$ cat config.mk
export PLATFORM = sky130hd
export DESIGN_NAME = mdio_master
export DESIGN_NICKNAME = d
export VERILOG_FILES = /design/src/rtl/mdio_pkg.sv /design/src/rtl/mdio_clkgen.sv /design/src/rtl/mdio_engine.sv /design/src/rtl/mdio_master.sv
export SDC_FILE = /design/constraint.sdc
export NUM_CORES = 1
export LEC_CHECK = 0
export BUFFER_PORTS_ARGS = -buffer_cell sky130_fd_sc_hd__buf_4
export CELL_PAD_IN_SITES_DETAIL_PLACEMENT = 1
export CELL_PAD_IN_SITES_GLOBAL_PLACEMENT = 2
export CORE_MARGIN = 2
export CORE_UTILIZATION = 35
export DETAILED_ROUTE_END_ITERATION = 8
export GPL_ROUTABILITY_DRIVEN = 0
export PLACE_DENSITY_LB_ADDON = 0.1
export SLEW_MARGIN = 20
export SYNTH_ARGS = -nofsm -noshare
export SYNTH_HDL_FRONTEND = slang
export SYNTH_SLANG_ARGS = --single-unit
export TNS_END_PERCENT = 20
$ cat constraint.sdc
create_clock -name clk -period 3 [get_ports clk]
set_input_delay 0.3 -clock clk [delete_from_list [all_inputs] [get_ports clk]]
set_output_delay 0.3 -clock clk [all_outputs]
set_load 0.1 [all_outputs]
$ cat src/rtl/mdio_pkg.sv
package mdio_pkg;

    localparam int ADDR_W   = 12;
    localparam int WORD_W   = 32;
    localparam int DIV_W    = 7;
    localparam int PRE_LEN  = 32;
    localparam int RDAT_W   = 16;
    localparam int CFG_W    = DIV_W + 1;
    localparam int DONE_BIT = CFG_W;

    localparam logic [ADDR_W-1:0] CTRL_OFS = 12'h128;
    localparam logic [ADDR_W-1:0] DATA_OFS = 12'h12C;

    typedef struct packed {
        logic             pre_en;
        logic [DIV_W-1:0] div;
    } cfg_t;

    typedef enum logic [1:0] {
        OP_WRITE = 2'b01,
        OP_READ  = 2'b10
    } op_e;

    typedef enum logic {
        ENG_IDLE  = 1'b0,
        ENG_SHIFT = 1'b1
    } eng_state_e;

    function automatic logic frame_ok(input logic [WORD_W-1:0] w);
        return (w[31:30] == 2'b01) &&
               ((w[29:28] == OP_WRITE) || (w[29:28] == OP_READ));
    endfunction

    function automatic logic frame_is_read(input logic [WORD_W-1:0] w);
        return w[29:28] == OP_READ;
    endfunction

endpackage

$ cat src/rtl/mdio_clkgen.sv
module mdio_clkgen
    import mdio_pkg::*;
#(
    parameter int DW = DIV_W
) (
    input  logic          clk,
    input  logic          rst,
    input  logic          run,
    input  logic [DW-1:0] div,
    output logic          mdc,
    output logic          rise_p,
    output logic          fall_p
);

    logic [DW-1:0] cnt_q;
    logic          wrap_w;

    assign wrap_w = run && (cnt_q == div);
    assign rise_p = wrap_w && !mdc;
    assign fall_p = wrap_w && mdc;

    always_ff @(posedge clk) begin
        if (rst || !run) begin
            cnt_q <= '0;
            mdc   <= 1'b0;
        end else if (wrap_w) begin
            cnt_q <= '0;
            mdc   <= ~mdc;
        end else begin
            cnt_q <= cnt_q + 1'b1;
        end
    end

endmodule

$ cat src/rtl/mdio_engine.sv
module mdio_engine
    import mdio_pkg::*;
#(
    parameter int FW = WORD_W,
    parameter int PL = PRE_LEN,
    parameter int RW = RDAT_W
) (
    input  logic          clk,
    input  logic          rst,
    input  logic          start,
    input  logic [FW-1:0] frame,
    input  logic          pre_en,
    input  logic          rise_p,
    input  logic          fall_p,
    input  logic          mdio_i,
    output logic          busy,
    output logic          done_p,
    output logic          is_read,
    output logic [RW-1:0] cap,
    output logic          mdio_o,
    output logic          mdio_oe
);

    localparam int SH_W = PL + FW;
    localparam int CW   = $clog2(SH_W);
    localparam logic [CW-1:0] LAST_PRE = CW'(SH_W - 1);
    localparam logic [CW-1:0] LAST_FR  = CW'(FW - 1);
    localparam logic [CW-1:0] REL_AT   = CW'(RW);

    eng_state_e      state_q;
    logic [SH_W-1:0] sh_q;
    logic [CW-1:0]   rem_q;
    logic            rd_q;
    logic [RW-1:0]   cap_q;

    assign busy    = (state_q == ENG_SHIFT);
    assign done_p  = busy && fall_p && (rem_q == '0);
    assign is_read = rd_q;
    assign cap     = cap_q;
    assign mdio_o  = busy && sh_q[SH_W-1];
    assign mdio_oe = busy && !(rd_q && (rem_q <= REL_AT));

    always_ff @(posedge clk) begin
        if (rst) begin
            state_q <= ENG_IDLE;
            sh_q    <= '0;
            rem_q   <= '0;
            rd_q    <= 1'b0;
            cap_q   <= '0;
        end else if (!busy) begin
            if (start) begin
                state_q <= ENG_SHIFT;
                sh_q    <= pre_en ? {{PL{1'b1}}, frame} : {frame, {PL{1'b0}}};
                rem_q   <= pre_en ? LAST_PRE : LAST_FR;
                rd_q    <= frame_is_read(frame);
                cap_q   <= '0;
            end
        end else begin
            if (rise_p && rd_q && (rem_q < REL_AT)) begin
                cap_q <= {cap_q[RW-2:0], mdio_i};
            end
            if (fall_p) begin
                if (rem_q == '0) begin
                    state_q <= ENG_IDLE;
                end else begin
                    sh_q  <= {sh_q[SH_W-2:0], 1'b0};
                    rem_q <= rem_q - 1'b1;
                end
            end
        end
    end

endmodule

$ cat src/rtl/mdio_master.sv
module mdio_master
    import mdio_pkg::*;
(
    input  logic              clk,
    input  logic              rst,
    input  logic              bus_we,
    input  logic [ADDR_W-1:0] bus_addr,
    input  logic [WORD_W-1:0] bus_wdata,
    output logic [WORD_W-1:0] bus_rdata,
    output logic              mdc,
    output logic              mdio_o,
    output logic              mdio_oe,
    input  logic              mdio_i
);

    cfg_t              cfg_q;
    logic              done_q;
    logic [WORD_W-1:0] data_q;
    logic              wr_ctrl, wr_data, eng_en, start;
    logic              busy, done_p, eng_rd, rise_p, fall_p;
    logic [RDAT_W-1:0] cap;

    assign wr_ctrl = bus_we && (bus_addr == CTRL_OFS) && !busy;
    assign wr_data = bus_we && (bus_addr == DATA_OFS) && !busy;
    assign eng_en  = |cfg_q;
    assign start   = wr_data && eng_en && frame_ok(bus_wdata);

    always_ff @(posedge clk) begin
        if (rst) begin
            cfg_q  <= '0;
            done_q <= 1'b0;
            data_q <= '0;
        end else begin
            if (wr_ctrl) begin
                cfg_q <= cfg_t'(bus_wdata[CFG_W-1:0]);
            end
            if (wr_data) begin
                data_q <= bus_wdata;
            end else if (done_p && eng_rd) begin
                data_q <= {data_q[WORD_W-1:RDAT_W], cap};
            end
            if (start) begin
                done_q <= 1'b0;
            end else if (done_p) begin
                done_q <= 1'b1;
            end
        end
    end

    always_comb begin
        bus_rdata = '0;
        if (bus_addr == CTRL_OFS) begin
            bus_rdata[CFG_W-1:0] = cfg_q;
            bus_rdata[DONE_BIT]  = done_q;
        end else if (bus_addr == DATA_OFS) begin
            bus_rdata = data_q;
        end
    end

    mdio_clkgen #(.DW(DIV_W)) u_clk (
        .clk    (clk),
        .rst    (rst),
        .run    (busy),
        .div    (cfg_q.div),
        .mdc    (mdc),
        .rise_p (rise_p),
        .fall_p (fall_p)
    );

    mdio_engine #(.FW(WORD_W), .PL(PRE_LEN), .RW(RDAT_W)) u_eng (
        .clk     (clk),
        .rst     (rst),
        .start   (start),
        .frame   (bus_wdata),
        .pre_en  (cfg_q.pre_en),
        .rise_p  (rise_p),
        .fall_p  (fall_p),
        .mdio_i  (mdio_i),
        .busy    (busy),
        .done_p  (done_p),
        .is_read (eng_rd),
        .cap     (cap),
        .mdio_o  (mdio_o),
        .mdio_oe (mdio_oe)
    );

endmodule

Yosys cells after proc, flatten, opt, wreduce, memory -nomap -nowiden:

Index checks and enable logic that the tools add are counted.

* register bits: 137
* output and inout port bits: 35
* logic and storage cells: 81

* add/sub/neg operators: 2
* bitwise gates (word level): 2
* reduce and logical (&&, ||, !) cells: 32
* muxes and demuxes: 22
* order comparisons: 2
* equal/unequal tests: 9

Operators with widths (count)
* 64-bit 2-to-1 mux: 5
* 16-bit 2-to-1 mux: 4
* 32-bit 2-to-1 mux: 2
* 6-bit 2-to-1 mux: 5
* 12-bit by 9-bit equality test with 1-bit output, second input constant: 2
* 23-bit 2-to-1 mux: 1
* 1-bit logical AND: 18
* 9-bit 2-to-1 mux: 1
* 8-bit OR reduction: 1
* 7-bit by 1-bit adder with 7-bit output, second input constant: 1
* 7-bit equality test: 1
* 6-bit by 5-bit less-or-equal comparator with 1-bit output, second input constant: 1
* 6-bit zero test: 1
* 6-bit by 5-bit < comparator with 1-bit output, second input constant: 1
* 6-bit by 1-bit subtractor with 6-bit output, second input constant: 1
* 2-bit by 1-bit equality test with 1-bit output, second input constant: 2
* 1-bit 2-to-1 mux: 4
* 2-bit != test, second input constant: 2
* 2-bit AND reduction: 2
* 2-bit nonzero test: 2
* 2-bit OR reduction: 2
* 1-bit zero test: 3
* 3-bit AND reduction: 1
* 2-bit equality test, second input constant: 1
* other kinds (3): 5

Longest topological paths before layout:

* word-level depth: 8
* mapped depth: 10
* mapped depth without buffers: 7

By module:

Synthesis repeated with hierarchy kept, for this count alone.

* cell total of the unflattened synthesis: 695
* area total of the unflattened synthesis: 6089.6 um2

Modules (own cells, without submodules)
* mdio_engine: area an instance 3634.7 um2, cells an instance 420, times used 1
* mdio_master: area an instance 2038.2 um2, cells an instance 232, times used 1
* mdio_clkgen: area an instance 416.6 um2, cells an instance 43, times used 1

Worst setup path after synthesis:

Ideal clock, no wire load.

* path kind: register -> output
* start: register u_eng.rem_q[0]
* end: output port mdio_oe
* arrival time: 2.382 ns
* setup slack: 0.318 ns
* cell stages (with the launch flop): 6
* path buffers: 0
* required time: 2.700 ns
* cells stage by stage: dfxtp_1 > inv_1 > ha_1 > or3b_1 > nand2_1 > a31oi_1

* cells in the longest elaborated chain, start to end: 4

RTL lines
* start, declared: RTL line mdio_engine.sv:32 `logic [CW-1:0] rem_q;`
* start signal, assigned: RTL line mdio_engine.sv:54 `rem_q <= pre_en ? LAST_PRE : LAST_FR;`
* start signal, assigned: RTL line mdio_engine.sv:67 `rem_q <= rem_q - 1'b1;`
* 6-bit by 5-bit less-or-equal comparator with 1-bit output: RTL line mdio_engine.sv:41 `assign mdio_oe = busy && !(rd_q && (rem_q <= REL_AT));`
* 1-bit logical AND: RTL line mdio_engine.sv:41
* 1-bit zero test: RTL line mdio_engine.sv:41
* 1-bit logical AND: RTL line mdio_engine.sv:41
* end, declared: RTL line mdio_master.sv:12 `output logic mdio_oe,`

Every way passes these cells.

Worst setup path in the final report:

* start: register u_eng.rem_q[0]
* end: register data_q[11]

* cells in the longest elaborated chain, start to end: 4

RTL lines
* 6-bit zero test: RTL line mdio_engine.sv:37 `assign done_p = busy && fall_p && (rem_q == '0);`
* 1-bit logical AND: RTL line mdio_engine.sv:37
* 1-bit logical AND: RTL line mdio_master.sv:39 `end else if (done_p && eng_rd) begin`
* 2-bit nonzero test (no source line)
* end signal, assigned: RTL line mdio_master.sv:38 `data_q <= bus_wdata;`
* end signal, assigned: RTL line mdio_master.sv:40 `data_q <= {data_q[WORD_W-1:RDAT_W], cap};`
* end, declared: RTL line mdio_master.sv:18 `logic [WORD_W-1:0] data_q;`

Every way passes these cells.
A chain may end at the register's enable or synchronous reset.

==> results.py <==
metrics = {
    "floorplan": {
        "core_region_area_mm2": 0.01796,
        "design.portCount": 83,
        "num_rows": 49,
        "design.die.area_mm2": 0.01942,
        "die_width_um": 139.4,
        "initial_utilization_pct": 35.70,
        "die_height_um": 139.4,
    },
    "sta": {
        "fin_skew_ns": 0.009704,
        "final.setup.worst_slack_ns": 0.2242,
        "final-hold-violation-count": 0,
        "clock.fmax_ghz": 0.3603,
        "grt_setup_unrepaired": "false",
        "slew_headroom_pct": 42.46,
        "timing_max_transition_violations_final": 0,
        "worst-slew-pin-transition_ns": 0.8630,
        "fin_setup_tns_ns": 0,
        "period_share_pct": 92.53,
        "finalWorstPathRequiredPeriod_ns": 2.776,
        "timing.final.setup_violations": 0,
    },
    "route": {
        "route.vias.total": 5670,
        "route.antenna.remaining_nets": 0,
        "firstDrtPassIters": 4,
        "detailedRoute.firstIterationViolations": 245,
        "routed_wl_mm": 19.60,
        "drt_drc_violations_left": 0,
        "drt-wirelength-per-cell_um": 19.33,
        "vias_per_cell": 5.592,
    },
    "synthesis": {
        "postSynth.asyncResetShare_pct": 0,
        "synth_compound_gate_area_share_pct": 19.41,
        "synth_largest_type_area_fraction_pct": 42.76,
        "synth_simple_gate_area_share_pct": 22.34,
        "yosysUniqueCellTypes": 53,
        "syn_avg_cell_area_um2": 8.945,
        "syn_area_mm2": 0.006414,
        "ys_seq_area_share_pct": 42.76,
        "synth_top_flop_cell": "sky130_fd_sc_hd__dfxtp_1",
        "synth_edf_count": 0,
        "number_of_synthesized_register_bits": 137,
        "main_combinational_cell_family_by_area_after_synthesis": "simple AND/OR/NAND/NOR gates",
        "yosys.area_share.xor_xnor_pct": 1.912,
        "synth.area.top_cells": "sky130_fd_sc_hd__dfxtp_1 (43%), sky130_fd_sc_hd__mux2i_1 (6.2%), sky130_fd_sc_hd__nand2_1 (4.4%)",
        "synthMuxAreaShare_pct": 6.243,
        "yosys_warnings": 0,
        "synth_top_area_cell": "sky130_fd_sc_hd__dfxtp_1",
        "syn_inst": 717,
        "synthAdderAreaFrac_pct": 0.7803,
        "synth_nets": 769,
    },
    "hold_path": {
        "worstHoldStart": "bus_wdata[17]",
        "timing.hold.worst.class": "in2reg",
    },
    "global_route": {
        "globalRouteOverflowTotal": 0,
        "grt.total_usage_pct": 20.60,
        "antenna_found_initial": 0,
        "wire_length_of_the_first_global_routing_pass_mm": 32.00,
        "grt_start_max_net_pins": 69,
        "first_global_vias": 5971,
    },
    "worst_setup_path": {
        "critical_path_fanout_max": 16,
        "crit_type": "reg2reg",
        "worst_r2r_startpoint": "u_eng.rem_q[0]$_SDFFE_PP0P_",
        "critPathRequiredTime_ns": 3.33,
        "worstSetupEndpointType": "register",
        "setup_slack_of_the_worst_register_to_register_path_ns": 0.22,
        "cp_data_arrival_time_ns": 3.11,
        "worstSetupStartpoint": "u_eng.rem_q[0]$_SDFFE_PP0P_",
        "setup.worst_path.start_class": "register",
    },
    "cts": {
        "clock_sinks": 137,
        "post_cts_buffers": 0,
        "cts_root_buffer": "sky130_fd_sc_hd__clkbuf_16",
        "cts_inserted_buffers": 17,
        "post_cts_sizing": 0,
        "clock_tree_from_tritoncts": "built",
        "clockBufferDepth": 2,
        "post_cts_hold_buffer_count": 0,
        "cts_htree_levels": 4,
        "clkSlewWorstSetupHoldPaths_ns": 0.06,
        "clk_latency_ns": 0.42,
    },
    "cells_and_area": {
        "most_frequent_standard_cell_in_the_layout_excluding_fill_and_tap_cells": "sky130_fd_sc_hd__dfxtp_1",
        "final_net_count": 824,
        "most-common-layout-cells": "sky130_fd_sc_hd__dfxtp_1 (137), sky130_fd_sc_hd__buf_4 (103), sky130_fd_sc_hd__nand2_1 (76)",
        "drive_gt1_share_pct": 20.38,
        "areaGrowthSynthToFinish_pct": 21.50,
        "insertedDiodeCount": 0,
        "finish.utilization_pct": 43.38,
        "final-instance-count-excl-fill": 1014,
    },
    "power_and_ir_drop": {
        "power_mw": 3.953,
        "power.density_mw_per_mm2": 507.2,
        "leakage_nw": 3.164,
        "power.ir.vdd_worst_uv": 388.9,
    },
    "job": {
        "drv.max_cap_violation_count": 0,
    },
    "place": {
        "place_inst": 982,
        "dp_hpwl_mm": 13.14,
        "pre_cts_slack_ns": 0.2392,
        "io_buffers": 82,
    },
    "status": {
        "outcome": "completed",
    },
}
## cell type report
type | instances | area, um2
Fill cell | 2091 | 10170
Multi-Input combinational cell | 482 | 3268
Sequential cell | 137 | 2743
Timing Repair Buffer | 106 | 833.3
Clock buffer | 19 | 432.9
Tap cell | 229 | 286.5
Clock inverter | 13 | 123.9
Inverter | 28 | 105.1
## synth_stat cells (24+ instances only)
| cell type | count |
|---|---|
| sky130_fd_sc_hd__and2_1 | 26 |
| sky130_fd_sc_hd__nor3_1 | 35 |
| sky130_fd_sc_hd__clkbuf_1 | 50 |
| sky130_fd_sc_hd__a211oi_1 | 32 |
| sky130_fd_sc_hd__and3_1 | 28 |
| sky130_fd_sc_hd__mux2i_1 | 40 |
| sky130_fd_sc_hd__dfxtp_1 | 137 |
| sky130_fd_sc_hd__nand2_1 | 76 |
| sky130_fd_sc_hd__a21oi_1 | 36 |
| sky130_fd_sc_hd__inv_1 | 28 |
| sky130_fd_sc_hd__o22ai_1 | 24 |
| sky130_fd_sc_hd__and4_1 | 24 |
## state kept, by name, summed over array words and instances (netlist names)
| name | flops |
|---|---|
| u_eng.busy | 1 |
| u_eng.rem_q | 6 |
| u_clk.mdc | 1 |
| cfg_q | 8 |
| u_eng.cap | 16 |
| u_eng.sh_q | 64 |
| u_eng.is_read | 1 |
| done_q | 1 |
| u_clk.cnt_q | 7 |
| data_q | 32 |
## through the flow
step	hold WS [ns]	cell area, um2
after floorplan	0.4178	6414
after global placement	0.4340	7236
after detailed placement	0.4458	7236
after CTS	0.08525	7792
after global routing	0.08210	7792
final	0.1018	7792
## logic make-up (layout without fill, tap and decap cells)
kind of cell    after synthesis  after routing
buf+inv                      98            166
compound gates              165            165
mux                          40             40
flops                       137            137
xor+xnor                     14             14
simple gates                259            259
fa+ha+maj                     4              4
## critical path: stages (launching register included)
cell                       delay (ns)
sky130_fd_sc_hd__dfxtp_1         0.35
sky130_fd_sc_hd__inv_1           0.09
sky130_fd_sc_hd__ha_1            0.15
sky130_fd_sc_hd__or3b_1          0.41
sky130_fd_sc_hd__or3_1           0.32
sky130_fd_sc_hd__or4_4           0.47
sky130_fd_sc_hd__o21ba_1         0.49
sky130_fd_sc_hd__a221oi_2        0.41
## power by group
part           switching [mW]  leakage [nW]  internal [mW]
registers           0.0000494          1.10           1.82
logic                  0.0815          1.81         0.0598
clock network           0.849         0.252           1.14
## per-layer routing
metal	GRT usage [%]	share of wire [%]
met2	34.08	48
met1	27.83	49
met4	4.785	0.54
met3	4.061	2.6
met5	0	0
## path summary, 6_finish.rpt
kind / cells past startpoint / endpoint
setup reg to reg: 7 / data_q[11]$_SDFFE_PP0P_
setup / recovery: 7 / data_q[11]$_SDFFE_PP0P_
hold / removal: 2 / u_eng.sh_q[17]$_SDFFE_PP0P_
hold reg to reg: 2 / data_q[21]$_SDFFE_PP0P_
(Power assumes the default switching activity.)
